### src/rtl/cvs_pkg.sv
package cvs_pkg;

    localparam int LINE_OFS = 7;
    localparam int MAX_WAYS = 32;

    typedef enum logic [1:0] {
        PICK_NONE    = 2'd0,
        PICK_INVALID = 2'd1,
        PICK_UNUSED  = 2'd2,
        PICK_AGED    = 2'd3
    } pick_e;

    function automatic logic [4:0] cvs_first(input logic [MAX_WAYS-1:0] v);
        logic [4:0] r;
        r = '0;
        for (int i = MAX_WAYS - 1; i >= 0; i--) begin
            if (v[i]) r = 5'(i);
        end
        return r;
    endfunction

endpackage

### src/rtl/cvs_addr_split.sv
module cvs_addr_split #(
    parameter int ADDR_W   = 40,
    parameter int SET_BITS = 8,
    localparam int TAG_W   = ADDR_W - cvs_pkg::LINE_OFS - SET_BITS
) (
    input  logic [ADDR_W-1:0]   addr,
    output logic [SET_BITS-1:0] set_index,
    output logic [TAG_W-1:0]    tag
);
    localparam int IDX_LO = cvs_pkg::LINE_OFS;
    localparam int TAG_LO = IDX_LO + SET_BITS;

    assign set_index = addr[TAG_LO-1:IDX_LO];
    assign tag       = addr[ADDR_W-1:TAG_LO];
endmodule

### src/rtl/cvs_mask_bank.sv
module cvs_mask_bank #(
    parameter int NUM_WAYS = 8,
    parameter int NUM_REQ  = 5,
    localparam int ID_W    = $clog2(NUM_REQ)
) (
    input  logic                         clk,
    input  logic                         rst,
    input  logic                         we,
    input  logic [ID_W-1:0]              wid,
    input  logic [NUM_WAYS-1:0]          wmask,
    output logic                         err,
    input  logic [ID_W-1:0]              rd_id,
    output logic [NUM_WAYS-1:0]          rd_mask,
    input  logic [ID_W-1:0]              sel_id,
    output logic [NUM_WAYS-1:0]          sel_mask,
    output logic [NUM_WAYS*NUM_REQ-1:0]  masks_flat
);
    logic [NUM_WAYS-1:0] mask_q [NUM_REQ];
    logic                id_bad;
    logic                reject;

    assign id_bad = {1'b0, wid} >= (ID_W+1)'(NUM_REQ);
    assign reject = (&wmask) | id_bad;
    assign err    = we & reject;

    for (genvar r = 0; r < NUM_REQ; r++) begin : g_req
        always_ff @(posedge clk) begin
            if (rst) begin
                mask_q[r] <= '0;
            end else if (we && !reject && wid == ID_W'(r)) begin
                mask_q[r] <= wmask;
            end
        end
        assign masks_flat[r*NUM_WAYS +: NUM_WAYS] = mask_q[r];
    end

    always_comb begin
        rd_mask  = '1;
        sel_mask = '1;
        for (int r = 0; r < NUM_REQ; r++) begin
            if (rd_id == ID_W'(r))  rd_mask  = mask_q[r];
            if (sel_id == ID_W'(r)) sel_mask = mask_q[r];
        end
    end
endmodule

### src/rtl/cvs_tag_match.sv
module cvs_tag_match #(
    parameter int NUM_WAYS = 8,
    parameter int TAG_W    = 25,
    localparam int WAY_W   = $clog2(NUM_WAYS)
) (
    input  logic [NUM_WAYS-1:0]       way_valid,
    input  logic [NUM_WAYS*TAG_W-1:0] way_tag,
    input  logic [TAG_W-1:0]          tag,
    output logic                      hit,
    output logic [WAY_W-1:0]          hit_way
);
    logic [NUM_WAYS-1:0] match;

    for (genvar w = 0; w < NUM_WAYS; w++) begin : g_cmp
        assign match[w] = way_valid[w] && (way_tag[w*TAG_W +: TAG_W] == tag);
    end

    assign hit     = |match;
    assign hit_way = WAY_W'(cvs_pkg::cvs_first(cvs_pkg::MAX_WAYS'(match)));
endmodule

### src/rtl/cvs_victim_pick.sv
module cvs_victim_pick #(
    parameter int NUM_WAYS = 8,
    localparam int WAY_W   = $clog2(NUM_WAYS)
) (
    input  logic                req_valid,
    input  logic [NUM_WAYS-1:0] forbid,
    input  logic [NUM_WAYS-1:0] way_valid,
    input  logic [NUM_WAYS-1:0] way_dirty,
    input  logic [NUM_WAYS-1:0] way_lock,
    input  logic [NUM_WAYS-1:0] way_use,
    output logic                victim_valid,
    output logic [WAY_W-1:0]    victim_way,
    output logic                no_victim,
    output logic                wb_needed,
    output logic [NUM_WAYS-1:0] use_clear,
    output cvs_pkg::pick_e      pick_kind
);
    import cvs_pkg::*;

    logic [NUM_WAYS-1:0] cand;
    logic [NUM_WAYS-1:0] cand_inv;
    logic [NUM_WAYS-1:0] cand_free;
    logic [NUM_WAYS-1:0] pool;

    assign cand      = ~forbid & ~way_lock;
    assign cand_inv  = cand & ~way_valid;
    assign cand_free = cand & ~way_use;

    always_comb begin
        pick_kind = PICK_NONE;
        pool      = '0;
        use_clear = '0;
        if (req_valid) begin
            if (|cand_inv) begin
                pick_kind = PICK_INVALID;
                pool      = cand_inv;
            end else if (|cand_free) begin
                pick_kind = PICK_UNUSED;
                pool      = cand_free;
            end else if (|cand) begin
                pick_kind = PICK_AGED;
                pool      = cand;
                use_clear = cand;
            end
        end
    end

    assign victim_valid = (pick_kind != PICK_NONE);
    assign no_victim    = req_valid && (cand == '0);
    assign victim_way   = WAY_W'(cvs_first(MAX_WAYS'(pool)));
    assign wb_needed    = victim_valid && way_valid[victim_way] && way_dirty[victim_way];
endmodule

### src/rtl/cache_victim_sel.sv
module cache_victim_sel #(
    parameter int NUM_WAYS  = 8,
    parameter int NUM_CORES = 4,
    parameter int ADDR_W    = 40,
    parameter int SET_BITS  = 8,
    localparam int NUM_REQ  = NUM_CORES + 1,
    localparam int ID_W     = $clog2(NUM_REQ),
    localparam int WAY_W    = $clog2(NUM_WAYS),
    localparam int TAG_W    = ADDR_W - cvs_pkg::LINE_OFS - SET_BITS
) (
    input  logic                      clk,
    input  logic                      rst,
    input  logic                      cfg_we,
    input  logic [ID_W-1:0]           cfg_id,
    input  logic [NUM_WAYS-1:0]       cfg_mask,
    output logic                      cfg_err,
    input  logic [ID_W-1:0]           cfg_rd_id,
    output logic [NUM_WAYS-1:0]       cfg_rd_mask,
    input  logic                      req_valid,
    input  logic [ID_W-1:0]           req_id,
    input  logic [ADDR_W-1:0]         req_addr,
    input  logic [NUM_WAYS-1:0]       way_valid,
    input  logic [NUM_WAYS-1:0]       way_dirty,
    input  logic [NUM_WAYS-1:0]       way_lock,
    input  logic [NUM_WAYS-1:0]       way_use,
    input  logic [NUM_WAYS*TAG_W-1:0] way_tag,
    output logic [SET_BITS-1:0]       set_index,
    output logic [TAG_W-1:0]          addr_tag,
    output logic                      hit,
    output logic [WAY_W-1:0]          hit_way,
    output logic                      victim_valid,
    output logic [WAY_W-1:0]          victim_way,
    output logic                      no_victim,
    output logic                      wb_needed,
    output logic [NUM_WAYS-1:0]       use_clear
);
    logic [NUM_WAYS-1:0]         sel_mask;
    logic [NUM_WAYS*NUM_REQ-1:0] masks_flat;
    cvs_pkg::pick_e              pick_kind;

    cvs_addr_split #(.ADDR_W(ADDR_W), .SET_BITS(SET_BITS)) u_split (
        .addr      (req_addr),
        .set_index (set_index),
        .tag       (addr_tag)
    );

    cvs_mask_bank #(.NUM_WAYS(NUM_WAYS), .NUM_REQ(NUM_REQ)) u_masks (
        .clk        (clk),
        .rst        (rst),
        .we         (cfg_we),
        .wid        (cfg_id),
        .wmask      (cfg_mask),
        .err        (cfg_err),
        .rd_id      (cfg_rd_id),
        .rd_mask    (cfg_rd_mask),
        .sel_id     (req_id),
        .sel_mask   (sel_mask),
        .masks_flat (masks_flat)
    );

    cvs_tag_match #(.NUM_WAYS(NUM_WAYS), .TAG_W(TAG_W)) u_match (
        .way_valid (way_valid),
        .way_tag   (way_tag),
        .tag       (addr_tag),
        .hit       (hit),
        .hit_way   (hit_way)
    );

    cvs_victim_pick #(.NUM_WAYS(NUM_WAYS)) u_pick (
        .req_valid    (req_valid),
        .forbid       (sel_mask),
        .way_valid    (way_valid),
        .way_dirty    (way_dirty),
        .way_lock     (way_lock),
        .way_use      (way_use),
        .victim_valid (victim_valid),
        .victim_way   (victim_way),
        .no_victim    (no_victim),
        .wb_needed    (wb_needed),
        .use_clear    (use_clear),
        .pick_kind    (pick_kind)
    );
endmodule

### config.mk
export PLATFORM = sky130hd
export DESIGN_NAME = cache_victim_sel
export DESIGN_NICKNAME = d
export VERILOG_FILES = /design/src/rtl/cvs_pkg.sv /design/src/rtl/cvs_addr_split.sv /design/src/rtl/cvs_mask_bank.sv /design/src/rtl/cvs_tag_match.sv /design/src/rtl/cvs_victim_pick.sv /design/src/rtl/cache_victim_sel.sv
export SDC_FILE = /design/constraint.sdc
export NUM_CORES = 1
export LEC_CHECK = 0
export ABC_AREA = 1
export BUFFER_PORTS_ARGS = -buffer_cell sky130_fd_sc_hd__buf_2
export CAP_MARGIN = 25
export CORE_AREA = 2 2 136 138
export CTS_BUF_LIST = sky130_fd_sc_hd__clkbuf_2
export CTS_CLUSTER_DIAMETER = 100
export DETAILED_ROUTE_END_ITERATION = 6
export DIE_AREA = 0 0 138 140
export GPL_TIMING_DRIVEN = 0
export PLACE_DENSITY = 0.65
export SYNTH_ARGS = -nofsm -noshare
export SYNTH_HDL_FRONTEND = slang
export SYNTH_SLANG_ARGS = --single-unit
### constraint.sdc
create_clock -name clk -period 5 [get_ports clk]
set_input_delay 1 -clock clk [delete_from_list [all_inputs] [get_ports clk]]
set_output_delay 1 -clock clk [all_outputs]
set_load 0.01 [all_outputs]
==> summary.md <==
| Metric | Value |
|---|---|
| All-Layer GR Usage | `29.8%` |
| Final weighted congestion in routability-driven placement | `1.03` |
| Initial Util | `32.1%` |
| TritonCTS clock tree | `built` |
| Vias in the first global route | `7439` |
| Worst Hold Slack | `1.00 ns` |
| Register bit total from synthesis | `40` |
| Routed WL | `30800 um` |
| Most flop-heavy register | `u_masks.mask_q` |
| Grt ovf | `0` |
| Largest net degree at the start of global routing | `12` |
| Post-synth EDFFs | `40` |
| H-tree depth | `2` |
| Critical Path RT | `4.00 ns` |
| FP Rows | `49` |
| Root Buffer | `clkbuf_2` |
| Max reg flops | `40` |
| Maximum clock rate | `0.209 GHz` |
| Sequential element share of the synthesized area | `21.0%` |
| Worst Setup EP | `hit_way[2]` |
| Max Cap Viol | `0` |
| Worst-Margin Slew | `0.967 ns` |
| TritonCTS Buffers | `5` |
| Final hold viol count | `0` |
| Finished Layout Cells | `1426` |
| Synth unique cells | `45` |
| Most frequent cells in the layout | `329 x buf_2, 153 x nand2_1, 88 x inv_1` |
| Power density cells | `159 nW/um^2` |
| Max Root-Sink Buffers | `2` |
| Drt first pass iters | `7` |
| Final period util | `95.8%` |
| WL/cell | `21.6 um` |
| Final setup fails | `0` |
| Via-per-instance ratio | `5.56` |
| Final #Nets | `1481` |
| Port Buffers | `329` |
| Die width | `138 um` |
| Biggest regs | `u_masks.mask_q x40` |
| Ys async rst share | `0%` |
| Leak | `3.85 nW` |
| Crit path DAT | `3.79 ns` |
| Post-synthesis net count | `1146` |
| Highest ir drop seen on vdd | `0.169 mV` |
| Min Tclk post-route | `4.79 ns` |
| Max-slew violations | `0` |
| Die height | `140 um` |
| Warning count from the yosys run | `0` |
| Post-Syn Area | `5720 um^2` |
| CORE AREA | `17800 um^2` |
| CP Launch Type | `input port` |
| Vias post-DR | `7931` |
| Most common cell after layout, fill and taps aside | `buf_2` |
| Failing checks | `design-rule violations` |
| Die area | `19300 um^2` |
| RSZ-0062 raised after global routing | `false` |
| Area grow syn2layout | `34.9%` |
| Slowest library cell on the worst path | `clkbuf_1` |
| Post-Synthesis Cells | `853` |
| Dpl cell area | `7650 um^2` |
| HP Class | `input port to flip-flop` |
| Slowest stage delay, CP | `0.55 ns` |
| IO Count | `353` |
| DRC violations left | `5` |
| Mapped Avg Cell Area | `6.70 um^2` |
| Crit path kind | `input port to primary output` |
| Main synth FF type | `edfxtp_1` |
| # clock sinks | `40` |
| Final setup TNS | `0 ns` |
| Slew margin rel. | `34.9%` |
| Status | `complete, but fails checks` |
| Crit. Startpoint | `req_addr[38]` |
| Critical Path, Cell by Cell | `buf_2 > inv_1 > clkbuf_1 > o22ai_1 > or4_1 > nor3_1 > nand4_1 > nand2_1 > nor2_1 > nor3_1 > buf_2` |
| First-pass GRT wire length | `44500 um` |
| Critical path endpoint category | `primary output` |
| Cell area after layout | `7710 um^2` |
| Initial antenna violation count | `9` |
| Initial DRC count | `907` |
| CP max FO | `10` |
| Share of layout cells above drive strength 1 | `35.9%` |
| Final Core Density | `43.3%` |
| Routed Antenna Nets | `0` |
| DP Cell Count | `1411` |
| Worst-path clk slew | `0.17 ns` |
| HPWL Detailed | `26300 um` |
## cells in the mapped netlist (7+ instances only)
cell | count | area [um^2]
nand2_1 | 153 | 574
inv_1 | 88 | 330
nor2_1 | 75 | 282
nand3_1 | 53 | 265
o21ai_0 | 53 | 265
o22ai_1 | 48 | 300
edfxtp_1 | 40 | 1200
xor2_1 | 40 | 350
buf_4 | 36 | 270
clkbuf_1 | 25 | 93.8
a21oi_1 | 24 | 120
nor4_1 | 24 | 150
a221oi_1 | 22 | 193
a22o_1 | 18 | 158
xnor2_1 | 15 | 131
nand4_1 | 14 | 87.6
nor3_1 | 14 | 70.1
a31o_2 | 11 | 96.3
nand2_2 | 11 | 68.8
nand3b_1 | 10 | 75.1
o221ai_1 | 8 | 70.1
or4_1 | 8 | 60.1
nand3_2 | 7 | 70.1
nor2_4 | 7 | 78.8
## kinds of logic (layout without fill, tap and decap cells)
logic type / after synthesis / after routing / share of synthesized area [%]
simple gates: 386 / 386 / 32.7
compound gates: 209 / 209 / 24.7
buf+inv: 163 / 498 / 13.2
xor+xnor: 55 / 55 / 8.43
flops: 40 / 40 / 21.0
other cells: 0 / 9 / 0
## critical path: cells and delay by family
| kind | cells | cell delay [ns] |
|---|---|---|
| AOI/OAI and AO/OA | 1 | 0.18 |
| and+or+nand+nor | 6 | 1.46 |
| buffers and inverters | 4 | 1.14 |
## what timing repair did
| item | CTS | global route |
|---|---|---|
| hold buffers | 0 | 0 |
| resized for setup | 0 | 1 |
| setup endpoints to repair | 0 | 2 |
| setup buffers | 0 | 0 |
## power breakdown
| part | leakage [nW] | internal [W] | switching (W) |
|---|---|---|---|
| clock | 0.0289 | 0.0000334 | 0.0000947 |
| sequential | 0.387 | 0.000392 | 0.0000137 |
| combinational | 3.44 | 0.000270 | 0.000422 |
## stage by stage
| stage | setup WS, ns | total power [W] |
|---|---|---|
| floorplan | 0.962 | 0.000785 |
| global placement | 0.364 | 0.00109 |
| detailed placement | 0.329 | 0.00109 |
| CTS | 0.330 | 0.00121 |
| global route | 0.0287 | 0.00130 |
| finish | 0.212 | 0.00123 |
## layout make-up
cell class	instances	area [um^2]
Timing Repair Buffer	329	1650
Clock buffer	6	30.0
Fill cell	1917	10100
Clock inverter	1	5.00
Tap cell	229	287
Antenna cell	9	22.5
Sequential cell	40	1200
Inverter	102	390
Buffer	60	360
Multi-Input combinational cell	650	3760
## worst min-delay path by stage
stage / start / to / slack (ns) / depth (start not counted)
floorplan: cfg_mask[2] / u_masks.mask_q[0][2] / 1.27 / 2
global placement: cfg_mask[2] / u_masks.mask_q[4][2] / 1.41 / 3
detailed placement: cfg_mask[2] / u_masks.mask_q[1][2] / 1.40 / 3
CTS: cfg_mask[2] / u_masks.mask_q[1][2] / 1.0 / 3
global route: cfg_mask[2] / u_masks.mask_q[4][2] / 0.99 / 3
finish: cfg_mask[2] / u_masks.mask_q[4][2] / 1.00 / 3
## per-layer routing
layer	vias up	wire length, um	share of wire, %	track usage, %
li1	3685	-	-	-
met1	3543	12100	39	38.5
met2	594	14000	45	49.6
met3	105	3350	11	6.56
met4	4	1370	4.4	9.51
met5	-	27	0.088	0
(Power assumes the default switching activity.)
